[config.mk]
export PLATFORM = sky130hd
export DESIGN_NAME = i2c_msg_seq
export DESIGN_NICKNAME = d
export VERILOG_FILES = /design/src/rtl/i2cseq_pkg.sv /design/src/rtl/i2cseq_pos.sv /design/src/rtl/i2cseq_timer.sv /design/src/rtl/i2cseq_fsm.sv /design/src/rtl/i2c_msg_seq.sv
export SDC_FILE = /design/constraint.sdc
export NUM_CORES = 1
export LEC_CHECK = 0
export ABC_AREA = 1
export BUFFER_PORTS_ARGS = -buffer_cell sky130_fd_sc_hd__clkbuf_2
export CAP_MARGIN = 20
export CORE_ASPECT_RATIO = 0.75
export CORE_MARGIN = 2
export CORE_UTILIZATION = 61
export CTS_CLUSTER_SIZE = 24
export DETAILED_ROUTE_END_ITERATION = 6
export PLACE_DENSITY = 0.89
export SKIP_LAST_GASP = 1
export SLEW_MARGIN = 20
export SYNTH_ARGS = -nofsm -noshare
export SYNTH_HDL_FRONTEND = slang
export SYNTH_SLANG_ARGS = --single-unit
[constraint.sdc]
create_clock -name clk -period 3.41 [get_ports clk]
set_clock_uncertainty 0.2 [all_clocks]
set_input_delay 0.682 -clock clk [delete_from_list [all_inputs] [get_ports clk]]
set_output_delay 0.682 -clock clk [all_outputs]
set_load 0.02 [all_outputs]
[src/rtl/i2cseq_pkg.sv]
package i2cseq_pkg;

   typedef enum logic [2:0] {
      OP_START_WR = 3'd0,
      OP_WR       = 3'd1,
      OP_RD_ACK   = 3'd2,
      OP_RD_NACK  = 3'd3,
      OP_STOP     = 3'd4,
      OP_IACK     = 3'd5
   } cmd_op_e;

   typedef enum logic [2:0] {
      PH_IDLE  = 3'd0,
      PH_START = 3'd1,
      PH_WRITE = 3'd2,
      PH_READ  = 3'd3,
      PH_DONE  = 3'd4,
      PH_ERROR = 3'd5
   } phase_e;

   typedef enum logic [1:0] {
      ACT_WAIT  = 2'd0,
      ACT_FETCH = 2'd1,
      ACT_DATA  = 2'd2
   } act_e;

   typedef enum logic [1:0] {
      ST_OK      = 2'd0,
      ST_IOERR   = 2'd1,
      ST_TIMEOUT = 2'd2
   } xfer_st_e;

endpackage

[src/rtl/i2cseq_pos.sv]
module i2cseq_pos #(
   parameter int LEN_W = 8
) (
   input  logic             clk,
   input  logic             rst_n,
   input  logic             load,
   input  logic [LEN_W-1:0] len,
   input  logic             inc,
   output logic             at_end,
   output logic             at_last
);
   logic [LEN_W-1:0] len_q;
   logic [LEN_W-1:0] pos_q;

   always_ff @(posedge clk or negedge rst_n) begin
      if (!rst_n) begin
         len_q <= '0;
         pos_q <= '0;
      end else if (load) begin
         len_q <= len;
         pos_q <= '0;
      end else if (inc) begin
         pos_q <= pos_q + 1'b1;
      end
   end

   assign at_end  = (pos_q == len_q);
   assign at_last = (len_q != '0) && (pos_q == len_q - 1'b1);

   AST_POS_IN_RANGE: assert property (@(posedge clk) disable iff (!rst_n)
      pos_q <= len_q);

endmodule

[src/rtl/i2cseq_timer.sv]
module i2cseq_timer #(
   parameter int TMO_W       = 24,
   parameter bit USE_TIMEOUT = 1'b1
) (
   input  logic             clk,
   input  logic             rst_n,
   input  logic             start,
   input  logic             run,
   input  logic [TMO_W-1:0] limit,
   output logic             expired
);
   generate
      if (USE_TIMEOUT) begin : g_tmo
         localparam logic [TMO_W-1:0] CNT_MAX = {TMO_W{1'b1}};
         logic [TMO_W-1:0] cnt_q;

         always_ff @(posedge clk or negedge rst_n) begin
            if (!rst_n)                       cnt_q <= '0;
            else if (start)                   cnt_q <= '0;
            else if (run && cnt_q != CNT_MAX) cnt_q <= cnt_q + 1'b1;
         end

         assign expired = run && !start && (cnt_q >= limit);
      end else begin : g_no_tmo
         assign expired = 1'b0;
      end
   endgenerate

endmodule

[src/rtl/i2cseq_fsm.sv]
module i2cseq_fsm
   import i2cseq_pkg::*;
(
   input  logic       clk,
   input  logic       rst_n,
   input  logic       go,
   input  logic       tmo_expired,
   input  logic       desc_valid,
   output logic       desc_ready,
   input  logic [6:0] desc_addr,
   input  logic       desc_rd,
   input  logic       desc_nostart,
   input  logic       desc_last,
   input  logic       wr_valid,
   output logic       wr_ready,
   input  logic [7:0] wr_data,
   output logic       rd_valid,
   output logic [7:0] rd_data,
   output logic       cmd_valid,
   output logic [2:0] cmd_op,
   output logic [7:0] cmd_byte,
   input  logic       evt_done,
   input  logic       evt_nack,
   input  logic       evt_arblost,
   input  logic [7:0] evt_rxbyte,
   output logic       busy,
   output logic       xfer_done,
   output logic [1:0] xfer_status,
   output logic       launch,
   output logic       pos_load,
   output logic       pos_inc,
   input  logic       at_end,
   input  logic       at_last
);
   phase_e   ph_q, ph_d;
   act_e     act_q, act_d;
   cmd_op_e  op_q, op_d;
   xfer_st_e st_q, st_d;
   logic     busy_q, busy_d, first_q, first_d, rdm_q, rdm_d, last_q, last_d;
   logic     cv_q, cv_d, done_q, done_d, rv_q, rv_d;
   logic [7:0] byte_q, byte_d, rdat_q, rdat_d;

   always_comb begin
      ph_d = ph_q;  act_d = act_q;  op_d = op_q;  st_d = st_q;
      busy_d = busy_q;  first_d = first_q;  rdm_d = rdm_q;  last_d = last_q;
      cv_d = 1'b0;  done_d = 1'b0;  rv_d = 1'b0;
      byte_d = byte_q;  rdat_d = rdat_q;
      desc_ready = 1'b0;  wr_ready = 1'b0;
      pos_load = 1'b0;  pos_inc = 1'b0;  launch = 1'b0;
      if (!busy_q) begin
         if (go) begin
            launch = 1'b1;
            busy_d = 1'b1;  ph_d = PH_START;  act_d = ACT_FETCH;  first_d = 1'b1;
         end
      end else if (tmo_expired) begin
         busy_d = 1'b0;  ph_d = PH_IDLE;  act_d = ACT_WAIT;
         done_d = 1'b1;  st_d = ST_TIMEOUT;
      end else begin
         unique case (act_q)
            ACT_FETCH: begin
               desc_ready = 1'b1;
               if (desc_valid) begin
                  pos_load = 1'b1;
                  rdm_d = desc_rd;  last_d = desc_last;  first_d = 1'b0;
                  if (first_q || !desc_nostart) begin
                     cv_d = 1'b1;  op_d = OP_START_WR;  byte_d = {desc_addr, desc_rd};
                     ph_d = PH_START;  act_d = ACT_WAIT;
                  end else begin
                     ph_d = desc_rd ? PH_READ : PH_WRITE;
                     act_d = ACT_DATA;
                  end
               end
            end
            ACT_DATA: begin
               if (at_end) begin
                  if (last_q) begin
                     cv_d = 1'b1;  op_d = OP_STOP;  ph_d = PH_DONE;  act_d = ACT_WAIT;
                  end else begin
                     act_d = ACT_FETCH;
                  end
               end else if (ph_q == PH_READ) begin
                  cv_d = 1'b1;  op_d = at_last ? OP_RD_NACK : OP_RD_ACK;  act_d = ACT_WAIT;
               end else begin
                  wr_ready = 1'b1;
                  if (wr_valid) begin
                     cv_d = 1'b1;  op_d = OP_WR;  byte_d = wr_data;
                     pos_inc = 1'b1;  act_d = ACT_WAIT;
                  end
               end
            end
            default: begin
               if (evt_done) begin
                  if (ph_q == PH_DONE || ph_q == PH_ERROR) begin
                     cv_d = 1'b1;  op_d = OP_IACK;  done_d = 1'b1;  busy_d = 1'b0;
                     st_d = (ph_q == PH_DONE) ? ST_OK : ST_IOERR;  ph_d = PH_IDLE;
                  end else if (evt_arblost) begin
                     cv_d = 1'b1;  op_d = OP_STOP;  ph_d = PH_ERROR;
                  end else if (ph_q == PH_START || ph_q == PH_WRITE) begin
                     if (evt_nack) begin
                        cv_d = 1'b1;  op_d = OP_STOP;  ph_d = PH_ERROR;
                     end else begin
                        ph_d = rdm_q ? PH_READ : PH_WRITE;  act_d = ACT_DATA;
                     end
                  end else begin
                     rv_d = 1'b1;  rdat_d = evt_rxbyte;  pos_inc = 1'b1;  act_d = ACT_DATA;
                  end
               end
            end
         endcase
      end
   end

   always_ff @(posedge clk or negedge rst_n) begin
      if (!rst_n) begin
         ph_q <= PH_IDLE;  act_q <= ACT_WAIT;  op_q <= OP_IACK;  st_q <= ST_OK;
         busy_q <= 1'b0;  first_q <= 1'b0;  rdm_q <= 1'b0;  last_q <= 1'b0;
         cv_q <= 1'b0;  done_q <= 1'b0;  rv_q <= 1'b0;
         byte_q <= '0;  rdat_q <= '0;
      end else begin
         ph_q <= ph_d;  act_q <= act_d;  op_q <= op_d;  st_q <= st_d;
         busy_q <= busy_d;  first_q <= first_d;  rdm_q <= rdm_d;  last_q <= last_d;
         cv_q <= cv_d;  done_q <= done_d;  rv_q <= rv_d;
         byte_q <= byte_d;  rdat_q <= rdat_d;
      end
   end

   assign cmd_valid   = cv_q;
   assign cmd_op      = op_q;
   assign cmd_byte    = byte_q;
   assign busy        = busy_q;
   assign xfer_done   = done_q;
   assign xfer_status = st_q;
   assign rd_valid    = rv_q;
   assign rd_data     = rdat_q;

   // outstanding-command tracker for the single-command rule
   logic outst_q;
   always_ff @(posedge clk or negedge rst_n) begin
      if (!rst_n)                        outst_q <= 1'b0;
      else if (done_q)                   outst_q <= 1'b0;
      else if (cv_q && op_q != OP_IACK)  outst_q <= 1'b1;
      else if (evt_done)                 outst_q <= 1'b0;
   end

   AST_ONE_OUTSTANDING: assert property (@(posedge clk) disable iff (!rst_n)
      cv_q |-> !outst_q);
   AST_ADDR_PHASE: assert property (@(posedge clk) disable iff (!rst_n)
      desc_ready && desc_valid && !desc_nostart |=>
         cmd_valid && cmd_op == OP_START_WR && cmd_byte[7:1] == $past(desc_addr));
   AST_WR_POP: assert property (@(posedge clk) disable iff (!rst_n)
      wr_ready && wr_valid |=> cmd_valid && cmd_op == OP_WR && cmd_byte == $past(wr_data));
   AST_NACK_STOP: assert property (@(posedge clk) disable iff (!rst_n)
      busy_q && !tmo_expired && act_q == ACT_WAIT && evt_done && evt_nack && !evt_arblost &&
      (ph_q == PH_START || ph_q == PH_WRITE) |=> cmd_valid && cmd_op == OP_STOP);
   AST_ARB_STOP: assert property (@(posedge clk) disable iff (!rst_n)
      busy_q && !tmo_expired && act_q == ACT_WAIT && evt_done && evt_arblost &&
      ph_q != PH_DONE && ph_q != PH_ERROR |=> cmd_valid && cmd_op == OP_STOP);
   AST_TMO_END: assert property (@(posedge clk) disable iff (!rst_n)
      busy_q && tmo_expired |=> xfer_done && xfer_status == ST_TIMEOUT && !busy);
   AST_DONE_IDLE: assert property (@(posedge clk) disable iff (!rst_n)
      xfer_done |-> !busy);

endmodule

[src/rtl/i2c_msg_seq.sv]
module i2c_msg_seq
   import i2cseq_pkg::*;
#(
   parameter int LEN_W       = 8,
   parameter int TMO_W       = 24,
   parameter bit USE_TIMEOUT = 1'b1
) (
   input  logic             clk,
   input  logic             rst_n,
   input  logic             go,
   input  logic [TMO_W-1:0] tmo_limit,
   input  logic             desc_valid,
   output logic             desc_ready,
   input  logic [6:0]       desc_addr,
   input  logic             desc_rd,
   input  logic             desc_nostart,
   input  logic [LEN_W-1:0] desc_len,
   input  logic             desc_last,
   input  logic             wr_valid,
   output logic             wr_ready,
   input  logic [7:0]       wr_data,
   output logic             rd_valid,
   output logic [7:0]       rd_data,
   output logic             cmd_valid,
   output logic [2:0]       cmd_op,
   output logic [7:0]       cmd_byte,
   input  logic             evt_done,
   input  logic             evt_nack,
   input  logic             evt_arblost,
   input  logic [7:0]       evt_rxbyte,
   output logic             busy,
   output logic             xfer_done,
   output logic [1:0]       xfer_status
);
   generate
      if (LEN_W < 1 || LEN_W > 16) begin : g_bad_len
         $error("i2c_msg_seq: LEN_W must be 1..16");
      end
      if (TMO_W < 2 || TMO_W > 32) begin : g_bad_tmo
         $error("i2c_msg_seq: TMO_W must be 2..32");
      end
   endgenerate

   logic launch, tmo_expired, pos_load, pos_inc, at_end, at_last;

   i2cseq_timer #(.TMO_W(TMO_W), .USE_TIMEOUT(USE_TIMEOUT)) u_timer (
      .clk(clk), .rst_n(rst_n), .start(launch), .run(busy),
      .limit(tmo_limit), .expired(tmo_expired));

   i2cseq_pos #(.LEN_W(LEN_W)) u_pos (
      .clk(clk), .rst_n(rst_n), .load(pos_load), .len(desc_len),
      .inc(pos_inc), .at_end(at_end), .at_last(at_last));

   i2cseq_fsm u_fsm (
      .clk(clk), .rst_n(rst_n), .go(go), .tmo_expired(tmo_expired),
      .desc_valid(desc_valid), .desc_ready(desc_ready), .desc_addr(desc_addr),
      .desc_rd(desc_rd), .desc_nostart(desc_nostart), .desc_last(desc_last),
      .wr_valid(wr_valid), .wr_ready(wr_ready), .wr_data(wr_data),
      .rd_valid(rd_valid), .rd_data(rd_data),
      .cmd_valid(cmd_valid), .cmd_op(cmd_op), .cmd_byte(cmd_byte),
      .evt_done(evt_done), .evt_nack(evt_nack), .evt_arblost(evt_arblost),
      .evt_rxbyte(evt_rxbyte), .busy(busy), .xfer_done(xfer_done),
      .xfer_status(xfer_status), .launch(launch), .pos_load(pos_load),
      .pos_inc(pos_inc), .at_end(at_end), .at_last(at_last));

endmodule

## Word-level counts from Yosys, hierarchy flattened

Cells that the tools add are included.
W data, S select, Z words.

- Register bits: 73
- Logic and storage cells: 195

- $add $sub $neg: 3
- Magnitude comparators: 1
- Equality and inequality tests: 30
- Mux-type cells: 112
- Bitwise operators: 5
- Reductions and logical operators: 28

Operators by type and width:

| kind | count |
|---|---|
| $mux W3 | 22 |
| $mux W1 | 58 |
| $mux W8 | 7 |
| $mux W24 | 2 |
| $mux W2 | 17 |
| $add A24 B1 Y24 const B | 1 |
| $ge A24 B24 Y1 | 1 |
| $ne A24 B24 Y1 const B | 1 |
| $eq A8 B8 Y1 | 2 |
| $pmux W8 S2 | 1 |
| $ne A5 B5 Y1 const B | 3 |
| $ne A2 B2 Y1 const B | 7 |
| $reduce_and A7 Y1 | 2 |
| $ne A4 B4 Y1 const B | 3 |
| $ne A6 B6 Y1 const B | 2 |
| $pmux W3 S2 | 2 |
| $reduce_and A4 Y1 | 3 |
| $reduce_bool A2 Y1 | 6 |
| $reduce_bool A5 Y1 | 2 |
| $reduce_and A9 Y1 | 1 |
| $add A8 B1 Y8 const B | 1 |
| $reduce_and A8 Y1 | 1 |
| $reduce_bool A8 Y1 | 1 |
| $sub A8 B1 Y8 const B | 1 |
| other kinds (18) | 32 |

## Longest topological paths before layout

- Depth after elaboration: 11
- Gate-level depth with buffers: 15
- Mapped depth without buffers: 15

## By module

From an unflattened synthesis, not the netlist that was laid out.

- Cell total of the unflattened synthesis: 760
- Area total of the unflattened synthesis: 5117.4 µm²

By module, submodules not included:

| module | instances | cells each | area an instance (µm²) | seq. area each (µm²) |
|---|---|---|---|---|
| i2cseq_timer | 1 | 357 | 2283.4 | 600.6 |
| i2cseq_fsm | 1 | 259 | 1841.8 | 828.3 |
| i2cseq_pos | 1 | 144 | 992.2 | 400.4 |

## Least setup slack after synthesis

OpenSTA, ideal clock, no wires.

- Kind: input -> output
- Start point: input tmo_limit[15]
- End point: output wr_ready
- Arrival time: 2349 ps
- Data required time: 2528 ps
- Setup slack: 179 ps
- Cell stages on the path: 9
- Path buffers: 1
- Cells stage by stage: inv_1 ha_1 a21o_1 nor2_1 nand2_1 a21oi_1 nand3_2 clkbuf_1 nor3_1

- Cells in the longest elaborated chain, start to end: 4

Ends and longest elaborated chain:

| item | line | text |
|---|---|---|
| from (decl) | i2c_msg_seq.sv:11 | `input logic [TMO_W-1:0] tmo_limit,` |
| $ge A24 B24 Y1 | i2cseq_timer.sv:23 | `assign expired = run && !start && (cnt_q >= limit);` |
| $logic_and A1 B1 Y1 | i2cseq_timer.sv:23 |  |
| $mux W1 | i2cseq_fsm.sv:55 | `end else if (tmo_expired) begin` |
| $mux W1 | i2cseq_fsm.sv:50 | `if (!busy_q) begin` |
| to (decl) | i2c_msg_seq.sv:20 | `output logic wr_ready,` |

Every way passes these cells.

## Worst setup path after layout

- Start point: register u_timer.g_tmo.cnt_q[15]
- End point: output wr_ready

- Cells in the longest elaborated chain, start to end: 4

Ends and longest elaborated chain:

| item | line | text |
|---|---|---|
| from (decl) | i2cseq_timer.sv:15 | `logic [TMO_W-1:0] cnt_q;` |
| from (signal assigned) | i2cseq_timer.sv:20 | `else if (run && cnt_q != CNT_MAX) cnt_q <= cnt_q + 1'b1;` |
| $ge A24 B24 Y1 | i2cseq_timer.sv:23 |  |
| $logic_and A1 B1 Y1 | i2cseq_timer.sv:23 |  |
| $mux W1 | i2cseq_fsm.sv:55 |  |
| $mux W1 | i2cseq_fsm.sv:50 |  |

Every way passes these cells.

==> run_results.csv <==
group,metric,value,unit
synthesis,synth.cell_area,0.00505,mm²
floorplanning,die_area,0.00903,mm²
worst_setup_path,critPathArrivalTime,2310,ps
worst_setup_path,crit_type,"reg2out",
drt,drt-initial-drc-count,489,
floorplanning,die_y,82.8,µm
sta,maxSlewViolCount,0,
drt,drt_wl_total,13300,µm
synthesis,synth_edf_count,0,
global_routing,grt_pass1_vias,4662,
layout,final_common_cell,"nand2_1",
sta,max_freq,313,MHz
worst_setup_path,start_kind,"flip-flop",
synthesis,synth_area_leader_cell,"dfrtp_1",
pwr,ir_worst_vdd,0.000451,V
floorplanning,io_pins,93,
synthesis,syn_nets,819,
synthesis,ys_types,39,
drt,drc,0,
place,place_ws,114,ps
clocking,cts_made_buffers,9,
global_routing,grt_max_degree,30,
sta,finalCritPeriodShare,0.937,
layout,final_cell_mix,"nand2_1, inv_1, clkbuf_2",
worst_setup_path,cp_slowest_cell,"dfrtp_1",
clocking,clk_pin_slew_worst_paths,80,ps
synthesis,asyncSetResetFlopFracSynth,1.00,
synthesis,yosysSeqAreaShare,0.362,
place,dp_hpwl,9870,µm
synthesis,synth_top_area_frac,0.352,
job,maxCapViolations,0,
sta,setup_viol,0,
clocking,holdBufCountCts,0,
worst_setup_path,max_stage_delay,470,ps
sta,report.final.hold_viol_count,0,
worst_setup_path,rr_worst_depth,15,
clocking,numClockSinks,73,
sta,period_minus_slack,3200,ps
sta,tns,0,ps
layout,antenna_cells,0,
drt,post_drt_wl_per_cell,14.4,µm
layout,fillers,619,
global_routing,grt_pass1_wl,21800,µm
global_routing,track_usage,0.308,
clocking,clk_path_buf_depth,2,
pwr,p_leak,3.33,nW
worst_setup_path,endpoint_kind,"primary output",
worst_setup_path,worstPathRequired,2530,ps
floorplanning,die_w,109,µm
clocking,cts_tree,"built",
global_routing,grt-ovfl-total,0,
clocking,htreeDepth,3,
sta,hold_ws,148,ps
min_path,hold_class,"in2async",
synthesis,ys.flop_type,"dfrtp_1",
layout,final_net_count,915,
clocking,clock-root-buffer,"clkbuf_8",
synthesis,synth_area_leaders,"dfrtp_1, nand2_1, inv_1",
place,port-buffer-count,92,
pwr,power.density,745,mW/mm²
sta,worstMarginPinSlew,642,ps
sta,rsz0062_at_grt,"false",
run_status,outcome,"finished clean",
floorplanning,start_util,0.635,
drt,avgViaCountPerCell,5.52,
drt,ant_nets,0,
worst_setup_path,crit_fanout,7,
synthesis,synth_cells,724,
clocking,clk_latency,350,ps
layout,synthToLayoutAreaGrowth,16.5,%
global_routing,antenna_found_initial,0,
sta,fin_ws,214,ps
worst_setup_path,worstPathCellList,"ha_1, a21o_1, nor2_1, nand2_1, a21oi_2, nand3_4, nor3_2, clkbuf_2",
floorplanning,core,0.00795,mm²
synthesis,yosysWarnings,0,
synthesis,synth_area_per_cell,6.97,µm²
drt,dr.pass1.iters,5,
synthesis,ys_seq_elements,73,
floorplanning,row_count,28,
sta,slew_headroom,0.572,
place,finalWeightedCongestion,0.938,
layout,drive_gt1_frac,0.166,
drt,via_count,5131,
logic make-up after synthesis:
family,share of synthesized area
adder cells (fa/ha/maj),0.0719
AO/OA/AOI/OAI,0.0773
buffers and inverters,0.0951
flip-flops,0.362
XOR/XNOR,0.0434
AND/OR/NAND/NOR,0.350
critical path: cells and delay by family, from the launching register on:
| kind | cells | cell delay (ps) |
|---|---|---|
| adder cells (fa/ha/maj) | 1 | 350 |
| AND/OR/NAND/NOR | 4 | 520 |
| AO/OA/AOI/OAI | 2 | 440 |
| flip-flops | 1 | 470 |
| buffers and inverters | 1 | 200 |
sequential cells by signal (all words and copies together), names as in the netlist:
| name | cells |
|---|---|
| u_fsm.first_q | 1 |
| u_fsm.cmd_byte | 8 |
| u_fsm.last_q | 1 |
| u_fsm.cmd_op | 3 |
| u_pos.pos_q | 8 |
| u_fsm.rd_valid | 1 |
| u_timer.g_tmo.cnt_q | 24 |
| u_fsm.rd_data | 8 |
| u_pos.len_q | 8 |
| u_fsm.act_q | 2 |
| u_fsm.ph_q | 3 |
| u_fsm.busy | 1 |
| u_fsm.xfer_done | 1 |
| u_fsm.rdm_q | 1 |
| u_fsm.cmd_valid | 1 |
| u_fsm.xfer_status | 2 |
power breakdown:
part / switching, mW / internal (mW) / total [mW] / leakage [nW]
Combinational: 1.39 / 0.692 / 2.08 / 2.28
Clock: 0.332 / 0.528 / 0.860 / 0.127
Sequential: 0.275 / 1.16 / 1.44 / 0.930
Total: 2.00 / 2.38 / 4.38 / 3.33
cell usage after synthesis (4+ instances only):
cell type    n
dfrtp_1     71
ha_1        29
o31ai_1     10
nand2_2      4
xor2_1      20
o22ai_1      4
o21ai_0     24
nor3_1       7
buf_2        5
nor2_1      66
nand3_1     50
nand4_1     25
nand2_1    237
a21oi_1     22
inv_1      105
xnor2_1      5
timing repair:
item                       4_1_cts  5_1_grt
setup endpoints to repair        0        2
hold endpoints to repair         0        0
resized for setup                0        4
setup buffers                    0        0
path summary, 6_finish.rpt:
check	from	end	slack [ps]
hold reg to reg	u_fsm.cmd_op[2]	u_fsm.cmd_op[2]	280
min in group clk	u_fsm.cmd_op[2]	u_fsm.cmd_op[2]	280
setup / recovery	u_timer.g_tmo.cnt_q[15]	wr_ready	210
hold / removal	rst_n	u_pos.len_q[2]	150
setup reg to reg	u_timer.g_tmo.cnt_q[21]	u_fsm.rd_data[2]	550
max in group asynchronous	rst_n	u_fsm.cmd_op[0]	2070
through the flow:
step	utilization	std cells	area, µm²	total power [mW]
floorplan	-	724	5050	2.88
global placement	0.705	914	5610	3.35
detailed placement	0.705	914	5610	3.45
CTS	0.737	930	5860	4.33
global route	0.740	930	5880	4.72
finish	0.740	930	5880	4.38
layout make-up:
| cell class | count | area [µm²] | share of cell area |
|---|---|---|---|
| repair buffers | 96 | 490 | 0.0834 |
| clock inverters | 4 | 98.8 | 0.0168 |
| inverters | 111 | 418 | 0.0710 |
| multi-input cells | 529 | 2760 | 0.469 |
| flip-flops and latches | 73 | 1830 | 0.311 |
| clock buffers | 12 | 155 | 0.0264 |
| well taps | 105 | 131 | 0.0223 |
layer usage:
| metal | vias up | share of wire | global-route usage |
|---|---|---|---|
| met2 | 247 | 0.46 | 0.511 |
| met4 | 0 | 0.014 | 0.0551 |
| li1 | 2495 | - | - |
| met3 | 22 | 0.088 | 0.0781 |
| met5 | - | 0 | 0 |
| met1 | 2367 | 0.43 | 0.415 |
No activity file was read; power rests on OpenSTA's default activity.
